<file path="src/rtl/rxcfg_pkg.sv">
package rxcfg_pkg;
   typedef enum logic [2:0] {
      SQ_IDLE,
      SQ_READ,
      SQ_CLEAR,
      SQ_HOLD,
      SQ_SETTLE,
      SQ_RESTORE
   } seq_state_t;
endpackage

</file>
<file path="src/rtl/rxcfg_drp_port.sv">
module rxcfg_drp_port #(
   parameter int ADDR_W = 9,
   parameter int DATA_W = 16,
   parameter logic [ADDR_W-1:0] CFG_ADDR = 9'h011,
   parameter int TIMEOUT = 64
) (
   input  logic              clk,
   input  logic              rst_n,
   input  logic              acc_go,
   input  logic              acc_we,
   input  logic [DATA_W-1:0] acc_wdata,
   output logic              acc_ack,
   output logic              acc_tmo,
   output logic              drp_en,
   output logic              drp_we,
   output logic [ADDR_W-1:0] drp_addr,
   output logic [DATA_W-1:0] drp_wdata,
   input  logic              drp_rdy
);
   localparam int CNT_W = $clog2(TIMEOUT + 1);

   logic             busy_q;
   logic [CNT_W-1:0] age_q;

   if (TIMEOUT < 2) begin : g_bad_timeout
      $error("rxcfg_drp_port: TIMEOUT must be at least 2");
   end

   assign drp_addr = CFG_ADDR;
   assign acc_ack  = busy_q & drp_rdy;
   assign acc_tmo  = busy_q & ~drp_rdy & (age_q == CNT_W'(TIMEOUT - 1));

   always_ff @(posedge clk or negedge rst_n) begin
      if (!rst_n) begin
         drp_en    <= 1'b0;
         drp_we    <= 1'b0;
         drp_wdata <= '0;
         busy_q    <= 1'b0;
         age_q     <= '0;
      end else begin
         drp_en <= acc_go;
         drp_we <= acc_go & acc_we;
         if (acc_go) begin
            drp_wdata <= acc_wdata;
            busy_q    <= 1'b1;
            age_q     <= '0;
         end else if (acc_ack || acc_tmo) begin
            busy_q <= 1'b0;
         end else if (busy_q) begin
            age_q <= age_q + 1'b1;
         end
      end
   end


   one_shot_en_chk: assert property (@(posedge clk) disable iff (!rst_n)
      drp_en |=> !drp_en);


   no_overlap_chk: assert property (@(posedge clk) disable iff (!rst_n)
      acc_go |-> (!busy_q || acc_ack || acc_tmo));
endmodule

</file>
<file path="src/rtl/rxcfg_bracket_fsm.sv">
module rxcfg_bracket_fsm
   import rxcfg_pkg::*;
#(
   parameter int DATA_W   = 16,
   parameter int RATE_W   = 3,
   parameter int CFG_BIT  = 11,
   parameter int HOLD_CYC = 4
) (
   input  logic              clk,
   input  logic              rst_n,
   input  logic              rst_req,
   input  logic [RATE_W-1:0] rate_sel,
   input  logic              chan_done,
   input  logic              acc_ack,
   input  logic              acc_tmo,
   input  logic [DATA_W-1:0] rdata,
   output logic              acc_go,
   output logic              acc_we,
   output logic [DATA_W-1:0] acc_wdata,
   output logic              chan_rst,
   output logic [RATE_W-1:0] chan_rate,
   output logic              seq_done,
   output logic              drp_err
);
   localparam int HC_W = $clog2(HOLD_CYC + 1);
   localparam logic [DATA_W-1:0] KEEP_MASK = ~(DATA_W'(1) << CFG_BIT);

   seq_state_t        st_q;
   logic [DATA_W-1:0] saved_q;
   logic [RATE_W-1:0] tgt_q;
   logic              pend_q;
   logic [HC_W-1:0]   hold_q;
   logic              start;

   assign start = (st_q == SQ_IDLE) && (rst_req || pend_q || (rate_sel != chan_rate));

   always_ff @(posedge clk or negedge rst_n) begin
      if (!rst_n) begin
         st_q      <= SQ_IDLE;
         saved_q   <= '0;
         tgt_q     <= '0;
         pend_q    <= 1'b0;
         hold_q    <= '0;
         acc_go    <= 1'b0;
         acc_we    <= 1'b0;
         acc_wdata <= '0;
         chan_rst  <= 1'b0;
         chan_rate <= '0;
         seq_done  <= 1'b0;
         drp_err   <= 1'b0;
      end else begin
         acc_go   <= 1'b0;
         acc_we   <= 1'b0;
         seq_done <= 1'b0;
         if (rst_req && (st_q != SQ_IDLE)) pend_q <= 1'b1;
         case (st_q)
            SQ_IDLE: if (start) begin
               acc_go <= 1'b1;
               tgt_q  <= rate_sel;
               pend_q <= 1'b0;
               st_q   <= SQ_READ;
            end
            SQ_READ: if (acc_ack) begin
               saved_q   <= rdata;
               acc_go    <= 1'b1;
               acc_we    <= 1'b1;
               acc_wdata <= rdata & KEEP_MASK;
               st_q      <= SQ_CLEAR;
            end else if (acc_tmo) begin
               drp_err <= 1'b1;
               st_q    <= SQ_IDLE;
            end
            SQ_CLEAR: if (acc_ack) begin
               chan_rst  <= 1'b1;
               chan_rate <= tgt_q;
               hold_q    <= '0;
               st_q      <= SQ_HOLD;
            end else if (acc_tmo) begin
               drp_err <= 1'b1;
               st_q    <= SQ_IDLE;
            end
            SQ_HOLD: if (hold_q == HC_W'(HOLD_CYC - 1)) begin
               chan_rst <= 1'b0;
               st_q     <= SQ_SETTLE;
            end else begin
               hold_q <= hold_q + 1'b1;
            end
            SQ_SETTLE: if (chan_done) begin
               acc_go    <= 1'b1;
               acc_we    <= 1'b1;
               acc_wdata <= saved_q;
               st_q      <= SQ_RESTORE;
            end
            SQ_RESTORE: if (acc_ack) begin
               seq_done <= 1'b1;
               st_q     <= SQ_IDLE;
            end else if (acc_tmo) begin
               drp_err <= 1'b1;
               st_q    <= SQ_IDLE;
            end
            default: st_q <= SQ_IDLE;
         endcase
      end
   end


   clear_before_rst_chk: assert property (@(posedge clk) disable iff (!rst_n)
      $rose(chan_rst) |-> $past(acc_ack));


   rate_under_rst_chk: assert property (@(posedge clk) disable iff (!rst_n)
      !$rose(chan_rst) |-> $stable(chan_rate));


   done_pulse_chk: assert property (@(posedge clk) disable iff (!rst_n)
      seq_done |=> !seq_done);


   err_sticky_chk: assert property (@(posedge clk) disable iff (!rst_n)
      drp_err |=> drp_err);
endmodule

</file>
<file path="src/rtl/rxcfg_bracket_seq.sv">
module rxcfg_bracket_seq #(
   parameter int ADDR_W = 9,
   parameter int DATA_W = 16,
   parameter logic [ADDR_W-1:0] CFG_ADDR = 9'h011,
   parameter int CFG_BIT  = 11,
   parameter int RATE_W   = 3,
   parameter int TIMEOUT  = 64,
   parameter int HOLD_CYC = 4
) (
   input  logic              clk,
   input  logic              rst_n,
   input  logic              rst_req,
   input  logic [RATE_W-1:0] rate_sel,
   output logic              drp_en,
   output logic              drp_we,
   output logic [ADDR_W-1:0] drp_addr,
   output logic [DATA_W-1:0] drp_wdata,
   input  logic [DATA_W-1:0] drp_rdata,
   input  logic              drp_rdy,
   output logic              chan_rst,
   output logic [RATE_W-1:0] chan_rate,
   input  logic              chan_done,
   output logic              seq_done,
   output logic              drp_err
);
   logic              acc_go, acc_we, acc_ack, acc_tmo;
   logic [DATA_W-1:0] acc_wdata;

   if (CFG_BIT >= DATA_W) begin : g_bad_bit
      $error("rxcfg_bracket_seq: CFG_BIT outside the data word");
   end
   if (HOLD_CYC < 1) begin : g_bad_hold
      $error("rxcfg_bracket_seq: HOLD_CYC must be at least 1");
   end

   rxcfg_drp_port #(
      .ADDR_W(ADDR_W), .DATA_W(DATA_W), .CFG_ADDR(CFG_ADDR), .TIMEOUT(TIMEOUT)
   ) u_port (
      .clk(clk), .rst_n(rst_n),
      .acc_go(acc_go), .acc_we(acc_we), .acc_wdata(acc_wdata),
      .acc_ack(acc_ack), .acc_tmo(acc_tmo),
      .drp_en(drp_en), .drp_we(drp_we), .drp_addr(drp_addr),
      .drp_wdata(drp_wdata), .drp_rdy(drp_rdy)
   );

   rxcfg_bracket_fsm #(
      .DATA_W(DATA_W), .RATE_W(RATE_W), .CFG_BIT(CFG_BIT), .HOLD_CYC(HOLD_CYC)
   ) u_fsm (
      .clk(clk), .rst_n(rst_n),
      .rst_req(rst_req), .rate_sel(rate_sel), .chan_done(chan_done),
      .acc_ack(acc_ack), .acc_tmo(acc_tmo), .rdata(drp_rdata),
      .acc_go(acc_go), .acc_we(acc_we), .acc_wdata(acc_wdata),
      .chan_rst(chan_rst), .chan_rate(chan_rate),
      .seq_done(seq_done), .drp_err(drp_err)
   );
endmodule

</file>
<file path="config.mk">
export PLATFORM = sky130hd
export DESIGN_NAME = rxcfg_bracket_seq
export DESIGN_NICKNAME = d
export VERILOG_FILES = /design/src/rtl/rxcfg_pkg.sv /design/src/rtl/rxcfg_drp_port.sv /design/src/rtl/rxcfg_bracket_fsm.sv /design/src/rtl/rxcfg_bracket_seq.sv
export SDC_FILE = /design/constraint.sdc
export NUM_CORES = 1
export LEC_CHECK = 0
export BUFFER_PORTS_ARGS = -buffer_cell sky130_fd_sc_hd__buf_2
export CORE_ASPECT_RATIO = 1.25
export CORE_MARGIN = 4
export CORE_UTILIZATION = 25
export CTS_CLUSTER_DIAMETER = 100
export CTS_CLUSTER_SIZE = 40
export DETAILED_ROUTE_END_ITERATION = 8
export GPL_TIMING_DRIVEN = 0
export HOLD_SLACK_MARGIN = 0.03
export PLACE_DENSITY = 0.42
export SLEW_MARGIN = 20
export SYNTH_ARGS = -nofsm -noshare
export SYNTH_HDL_FRONTEND = slang
export SYNTH_SLANG_ARGS = --single-unit
</file>
<file path="constraint.sdc">
create_clock -name clk -period 4.55 [get_ports clk]
set_input_delay 0.91 -clock clk [delete_from_list [all_inputs] [get_ports clk]]
set_output_delay 0.91 -clock clk [all_outputs]
set_load 0.005 [all_outputs]
</file>
* Word level (Yosys, flattened, before mapping) *
Index checks and enable logic that the tools add are counted.

storage, ports and cells
  word-level logic and storage cells = 92
  output and inout bits = 33
  flip-flop bits (word level) = 76
  bits of input ports = 24

cells by class
  muxes and demuxes = 31
  reductions and logical operators = 21
  bitwise operators = 6
  add/sub/neg operators = 2
  equal/unequal tests = 15

operator list
  cell                   count
  $mux W16               2
  $pmux W16 S2           1
  $mux W3                9
  $mux W7                3
  $pmux W3 S6            1
  $reduce_and A3 Y1      5
  $mux W1                11
  $eq A3 B2 Y1 const B   3
  $ne A2 B2 Y1 const B   4
  $reduce_and A2 Y1      4
  $reduce_bool A2 Y1     4
  $add A7 B1 Y7 const B  1
  $eq A7 B6 Y1 const B   1
  $eq A3 B3 Y1 const B   2
  $ne A2 B1 Y1 const B   3
  $pmux W3 S2            1
  $and A1 B1 Y1          4
  $pmux W1 S2            2
  $add A3 B1 Y3 const B  1
  $eq A3 B1 Y1 const B   1
  $logic_not A3 Y1       1
  $logic_or A1 B1 Y1     3
  $ne A3 B3 Y1           1
  $pmux W1 S3            1
  other kinds (4)        6

* Logic depth before layout (Yosys ltp) *
Gate-level depths: netlist (run 1).

  word-level depth = 6
  mapped depth = 7

* Modules after synthesis *
From an unflattened synthesis (run 1), not the netlist that was laid out.

unflattened totals
  cell total of the unflattened synthesis = 272
  area total of the unflattened synthesis = 3403.3 µm²

by module, submodules not included
  module             area each (µm²)  cells each  times used  sequential area each (µm²)
  rxcfg_bracket_fsm  2262.2           183         1           1251.2
  rxcfg_drp_port     1141.1           89          1           650.6

* Least setup slack after synthesis (run 1) *
Ideal clock, no wire load.

  kind = input port to flip-flop
  from = in rate_sel[0]
  to = reg u_fsm.tgt_q[0]
  data required time = 4.425 ns
  arrival = 1.771 ns
  stages = 4
  path slack = 2.655 ns
  setup time = 0.125 ns
  path through = xnor2_1 > and4_1 > and2b_1 > mux2_2

between the ends
  longest elaborated chain between the ends = 4

ends and longest elaborated chain
  element                             line                     RTL
  start: declaration                  rxcfg_bracket_seq.sv:13  input logic [RATE_W-1:0] rate_sel,
  $ne A3 B3 Y1                        rxcfg_bracket_fsm.sv:35  assign start = (st_q == SQ_IDLE) && (rst_req || pend_q || (rate_sel != chan_rate));
  $logic_or A1 B1 Y1                  rxcfg_bracket_fsm.sv:35
  $logic_and A1 B1 Y1                 rxcfg_bracket_fsm.sv:35
  $reduce_and A2 Y1 (no source line)  --
  end signal: assignment              rxcfg_bracket_fsm.sv:59  tgt_q <= rate_sel;
  end: declaration                    rxcfg_bracket_fsm.sv:30  logic [RATE_W-1:0] tgt_q;

Several ways; a longest one is shown, not always the timed one.
A chain may end at the register's enable or synchronous reset.

* Final worst setup path (run 1) *
  from = in drp_rdy
  to = reg u_fsm.saved_q[14]

between the ends
  longest elaborated chain between the ends = 2

ends and longest elaborated chain
  element                             line                     RTL
  start: declaration                  rxcfg_bracket_seq.sv:19  input logic drp_rdy,
  $and A1 B1 Y1                       rxcfg_drp_port.sv:30     assign acc_ack = busy_q & drp_rdy;
  $reduce_and A2 Y1 (no source line)  --
  end signal: assignment              rxcfg_bracket_fsm.sv:64  saved_q <= rdata;
  end: declaration                    rxcfg_bracket_fsm.sv:29  logic [DATA_W-1:0] saved_q;

No other way between the ends.

==> impl_results.md, run 1 <==
- Status: finished, final reports clean
- Pins Over Slew Limit: 0
- Util after Layout: 32.1%
- Clk_lat worst skew: 0.33 ns
- Detailed Route Iter0 Violations: 51
- Startpoint Class: primary input
- Port bufs: 47
- Core ar.: 13300 µm²
- Synthesized area: 3410 µm²
- Crit path capture type: flip-flop
- Clk buf depth: 2
- Lkg Pwr: 2.15 nW
- Ys async rst share: 100%
- PD cells: 365 nW/µm²
- Slew @ Worst Pin: 0.604 ns
- Ant. Diodes: 0
- Slowest stage delay, CP: 0.32 ns
- CP bufs+invs: 2
- Layout Skew: 0.00569 ns
- CTS sink count: 76
- Layout cells sized above 1: 43.1%
- Top_reg_cell synth: dfrtp_1
- Seq/Total Area, Yosys: 55.7%
- DR top layer: met4
- Hold Buf Count CTS: 0
- Total GRT Usage: 9.72%
- Wire per inst: 14.3 µm
- Kind of cell adding the most delay to the critical path: simple AND/OR/NAND/NOR gates
- Synth warn: 0
- Sum Neg Setup Slack: 0 ns
- Worst slew margin: 59.5%
- Syn Area/Cell: 13.3 µm²
- Area grow syn2layout: 24.8%
- Initial antenna violation count: 0
- Final setup viols: 0
- Yosys top cell area share: 55.7%
- Most common cell in the netlist: dfrtp_1
- Post-synth EDFFs: 0
- Fill count: 1406
- Post-synth top cells: dfrtp_1, mux2_2, nor2_1, mux2i_1, a21oi_2
- Cell taking the most area after synthesis: dfrtp_1
- Post-Synthesis Cells: 256
- Worst path cell trace: buf_2 -> nand4b_4 -> nor2_4 -> buf_6 -> mux2_4
- Largest net degree at the start of global routing: 40
- Global-route wire length before repair: 11.9 mm
- Nets: 349
- Vias per Instance: 4.15
- FP Rows: 47
- Levels on crit path: 5
- Hold path depth: 0
- Total congestion overflow: 0
- Fin crit period: 1.84 ns
- Vias: 2068
- Dpl cell area: 3910 µm²
- Die width: 113 µm
- Met3 WL: 230 µm
- Hold Fails Final Rpt: 0
- Drt total wl: 7.13 mm
- ANT nets after route: 0
- Period utilisation layout: 40.5%
- Yosys cell types: 45
- Yosys reg bits: 76
- Max frequency: 0.543 GHz
- Final HPWL DP: 4.93 mm
- Die Area: 15600 µm²
- CTS tree: yes
- Worst vdd ir: 0.121 mV
- Ranking of synthesized cells by area: dfrtp_1, mux2_2, mux2i_1, mux2_4, a21oi_2
- Met2 routed WL: 3.57 mm
- Starting Density: 25.7%
- Final Cell Area: 4260 µm²
- Tightest Hold Check Type: flip-flop to flip-flop
- Slowest stage cell on the critical path: mux2_4
- Vias in the first global route: 2197
- R2r worst-path depth: 4
- Boundary pin count: 57
- Clock-pin slew on the worst setup and hold paths: 0.06 ns
- Final GP Congestion: 0.685
- Setup Buffers After CTS: 0
- Die height: 139 µm
- Wire length on met1: 3.18 mm
- CP Class: primary input to flip-flop
- Data arrival, critical path: 2.06 ns
- H-tree Lvls: 3
- Crit-path max FO: 10
- PostCTS Resize Cnt: 0
- DRC: 0
- Max-Cap Viols: 0
- Worst Path Required: 4.77 ns
- Pre-antenna DRT Iters: 4
- CTS Buf Count: 9
- Root Driver: clkbuf_16
- Unrepaired setup endpoints after global routing: false
==> layout by cell type (no fill, tap or decap), drive strengths merged, types with 3 or more instances in the layout <==
master,netlist,routed
nand3b,3,3
buf,18,66
mux2i,17,17
nor2,27,27
clkbuf,2,11
bufinv,0,3
dfrtp,76,76
ha,3,3
inv,4,5
nand2,4,4
a21oi,16,16
o21ai,4,4
mux2,38,38
nand3,5,5
conb,2,9
xor2,5,5
xnor2,3,3
==> routing by layer <==
layer  GRT usage [%]  vias up
met5               0        -
met4            4.56        0
met3            2.10        9
met2            16.0       39
met1            12.1     1022
li1                -      998
==> registers in the layout, summed over array words and instances, names as in the netlist <==
register          flops
u_fsm.tgt_q           3
u_fsm.pend_q          1
u_port.age_q          7
u_fsm.hold_q          3
u_port.drp_wdata     16
u_fsm.acc_we          1
u_fsm.st_q            3
u_fsm.chan_rate       3
u_port.drp_we         1
u_fsm.chan_rst        1
u_fsm.saved_q        16
u_port.busy_q         1
u_fsm.acc_go          1
u_fsm.acc_wdata      16
u_port.drp_en         1
u_fsm.seq_done        1
u_fsm.drp_err         1
==> through the flow <==
step / setup WS, ns / hold slack (ns) / power, mW / instances
after detailed placement: 2.31 / 0.370 / 0.734 / 482
after global routing: 2.63 / 0.408 / 1.62 / 498
after global placement: 1.90 / 0.370 / 0.731 / 481
after CTS: 2.67 / 0.385 / 1.59 / 498
after floorplan: 2.65 / 0.352 / 0.702 / 263
final: 2.71 / 0.378 / 1.56 / 498
==> logic make-up after synthesis <==
group,count (synthesis),synth area share (%)
mux,55,18.5
fa+ha+maj,3,1.10
other cells,2,0.220
compound gates,33,8.03
simple gates,55,9.20
xor+xnor,8,2.05
flops,76,55.7
buf+inv,24,5.20
==> power by group <==
group          internal, mW           switching, mW
Clock                 0.540                   0.298
Combinational        0.0175                  0.0264
Sequential            0.676  0.00000000000000000440
Total                  1.23                   0.324
==> path summary, 6_finish.rpt <==
kind / start / to / slack [ns]
hold / removal: u_fsm.acc_go / u_port.drp_en / 0.38
max in group asynchronous: rst_n / u_fsm.saved_q[0] / 3.39
hold reg to reg: u_fsm.acc_go / u_port.drp_en / 0.38
setup reg to reg: u_fsm.st_q[1] / u_fsm.saved_q[14] / 2.83
min in group asynchronous: rst_n / u_port.drp_wdata[9] / 0.56
setup / recovery: drp_rdy / u_fsm.saved_q[14] / 2.71
==> layout make-up <==
| type | instances | area (µm²) | area share, % |
|---|---|---|---|
| clock inverter | 7 | 124 | 2.91 |
| multi-input combinational | 163 | 1360 | 31.9 |
| sequential | 76 | 1900 | 44.6 |
| tap | 171 | 214 | 5.02 |
| inverter | 4 | 15.0 | 0.352 |
| buffer | 20 | 163 | 3.82 |
| timing repair buffer | 48 | 258 | 6.05 |
| clock buffer | 9 | 225 | 5.28 |
Note: power is estimated with default switching activity, not from simulation.
==> run 2: changes to the inputs <==
ABC_AREA = 1   (was not set)
clock period = 1.83 ns   (was 4.55 ns; I/O delays follow)
==> run 2 against run 1 <==
Final area is 1.1% lower. Sequential cell count stayed put. Sequential share of layout area is 0.52 points higher. Register-to-register slack worse by 2.5 ns. Via count is 30% higher. Power grew to 4.1 times the previous value. First-iteration DRC count is 140% higher. Clock skew hardly changed. Worst setup slack worse by 2.4 ns. Critical path depth is 2 higher. Area after synthesis is 0.15% higher. Critical endpoint is now u_fsm.acc_wdata[9]. Largest power group is now sequential cells.
==> impl_results.md, run 2 <==
- Boundary pin count: 57
- Commonest cells after routing, fill and taps aside: nand2_1, dfrtp_1, buf_2
- Total GRT Usage: 10.7%
- Seq/Total Area, Yosys: 55.6%
- Hold EP: u_fsm.pend_q
- Clock-pin slew on the worst setup and hold paths: 0.06 ns
- Max-Cap Viols: 0
- Ant. Diodes: 0
- Setup Buffers After CTS: 0
- Yosys top cell area share: 55.6%
- Max frequency: 0.662 GHz
- Final HPWL DP: 5.72 mm
- Ranking of synthesized cells by area: dfrtp_1, nand2_1, nand3_1, inv_1, o21ai_0
- Unrepaired setup endpoints after global routing: false
- H-tree Lvls: 3
- Worst slew margin: 64.1%
- Total congestion overflow: 0
- Startpoint Class: flip-flop
- Largest net degree at the start of global routing: 46
- Worst Path Required: 2.05 ns
- Fill count: 1453
- Commonest non-fill, non-tap cell in the layout: nand2_1
- Final setup viols: 0
- Vias per Instance: 4.16
- Switch share: 36.1%
- Util after Layout: 31.6%
- Root Driver: clkbuf_16
- Most common cell in the netlist: nand2_1
- Combinational power share: 31.8%
- Clk buf depth: 2
- Vias in the first global route: 2625
- R2r setup slk: 0.32 ns
- Area grow syn2layout: 23.2%
- Internal: 4.13 mW
- Crit-path max FO: 10
- Setup WS post-layout: 0.319 ns
- Vias: 2690
- Fin crit period: 1.51 ns
- Drt total wl: 7.82 mm
- Layout cells sized above 1: 18.5%
- CTS sink count: 76
- Finished Layout Cells: 647
- Min-delay src: rst_req
- Syn Area/Cell: 8.46 µm²
- Hold Fails Final Rpt: 0
- Port bufs: 47
- Post-synth top cells: nand2_1, dfrtp_1, inv_1, nand3_1, o21ai_0
- Post-Place Cells: 630
- Pre-antenna DRT Iters: 4
- Ys async rst share: 100%
- Yosys cell types: 25
- Core ar.: 13300 µm²
- Hold path depth: 3
- R2R Path Start: u_fsm.st_q[1]
- Top_reg_cell synth: dfrtp_1
- Detailed Route Iter0 Violations: 121
- Pre-CTS setup slack: 0.190 ns
- Wire per inst: 12.1 µm
- DRC: 0
- Worst vdd ir: 0.484 mV
- Status: finished, final reports clean
- PostCTS Resize Cnt: 0
- Yosys reg bits: 76
- Data arrival, critical path: 1.73 ns
- Largest registers: u_fsm.acc_wdata x16, u_fsm.saved_q x16, u_port.drp_wdata x16
- Starting Density: 25.6%
- Clock share of power: 25.7%
- Tightest Hold Check Type: primary input to flip-flop
- Dpl cell area: 3930 µm²
- FF-to-FF End: u_fsm.acc_wdata[9]
- PD cells: 1530 nW/µm²
- Clk_lat worst skew: 0.33 ns
- Cell taking the most area after synthesis: dfrtp_1
- CTS Buf Count: 9
- Lkg Pwr: 2.29 nW
- Final GP Congestion: 0.736
- Sequential Power Share: 42.5%
- Die Area: 15600 µm²
- Die height: 139 µm
- Post-synth EDFFs: 0
- R2r worst-path depth: 7
- Die width: 113 µm
- Pins Over Slew Limit: 0
- Layout Skew: 0.00586 ns
- Synth warn: 0
- Synthesized area: 3420 µm²
- FP Rows: 47
- Psw: 2.33 mW
- Multi-input gate area: 1230 µm²
- ANT nets after route: 0
- Final Cell Area: 4210 µm²
- Post-Synthesis Cells: 404
- Global-route wire length before repair: 13.3 mm
- Fin Hold WS: 0.276 ns
- Reg area: 1900 µm²
- Period utilisation layout: 82.6%
- Slew @ Worst Pin: 0.538 ns
- Initial antenna violation count: 0
- Crit path capture type: flip-flop
- CP Class: flip-flop to flip-flop
- Nets: 498
- CTS tree: yes
[run 2: cell count changes after synthesis, sizes merged, moves of 15 or more]
| cell | change |
|---|---|
| a21oi | -15 |
| inv | +37 |
| mux2 | -38 |
| mux2i | -17 |
| nand2 | +147 |
| nand3 | +29 |
| o21ai | +24 |
[run 2: cell families (layout without fill, tap and decap cells)]
group / after synthesis / in the layout / share of synthesized area, %
AOI/OAI and AO/OA: 45 / 45 / 7.76
xor gates and xnor gates: 2 / 2 / 0.512
buffers and inverters: 65 / 130 / 9.18
adders and majority gates: 3 / 3 / 1.10
DFF: 76 / 76 / 55.6
and+or+nand+nor: 211 / 211 / 25.6
other: 2 / 9 / 0.220
[run 2: routing by layer]
layer  vias to the layer above  wire length [µm]  part of all wire, %  track usage (%)
met5                         -                 0                    0                0
met4                         0               147                  1.9             4.75
met3                        13               310                  4.0             2.40
met2                        48              3850                   49             17.5
met1                      1238              3510                   45             13.3
li1                       1391                 -                    -                -
[run 2: worst max-delay path by stage]
stage,startpoint,endpoint,slack [ns],depth (start not counted)
6_report,u_fsm.st_q[1],u_fsm.acc_wdata[9],0.32,7
5_1_grt,u_fsm.acc_go,u_port.drp_wdata[13],0.13,4
4_1_cts,u_fsm.acc_go,u_port.drp_wdata[13],0.25,4
3_5_place_dp,drp_rdy,u_fsm.saved_q[0],0.19,6
3_3_place_gp,rst_n,u_fsm.chan_rate[1],-0.27,1
2_1_floorplan,u_fsm.st_q[1],u_fsm.acc_wdata[0],0.52,7
[run 2: critical path: stages (launching register included)]
cell,delay (ns)
dfrtp_1,0.33
buf_6,0.13
nor2_2,0.05
nand2_2,0.13
clkbuf_1,0.43
nand2_1,0.10
o211ai_1,0.14
nand2_1,0.07
[run 2: layout make-up]
type	instances	area share, %
buffer	24	3.80
clock buffer	10	5.67
multi-input combinational	270	29.2
timing repair buffer	49	6.53
sequential	76	45.1
inverter	41	3.65
clock inverter	6	0.921
tap	171	5.08
[run 2: power groups by stage]
stage          logic, mW  registers (mW)  clock network (mW)
2_1_floorplan       1.42            2.72                   0
3_3_place_gp        2.08            2.77                   0
3_5_place_dp        2.12            2.77                   0
4_1_cts             2.12            2.75                1.72
5_1_grt             2.42            2.84                1.80
6_report            2.05            2.74                1.66
[run 2: timing repair]
action / in CTS / in global routing
hold buffers: 1 / 0
setup endpoints to repair: 0 / 0
hold endpoints to repair: 31 / 0
[run 2: per-stage QoR]
stage | setup TNS [ns] | power [mW]
floorplan | 0 | 4.14
global placement | -19.87 | 4.85
detailed placement | 0 | 4.89
CTS | 0 | 6.59
global route | 0 | 7.06
finish | 0 | 6.46
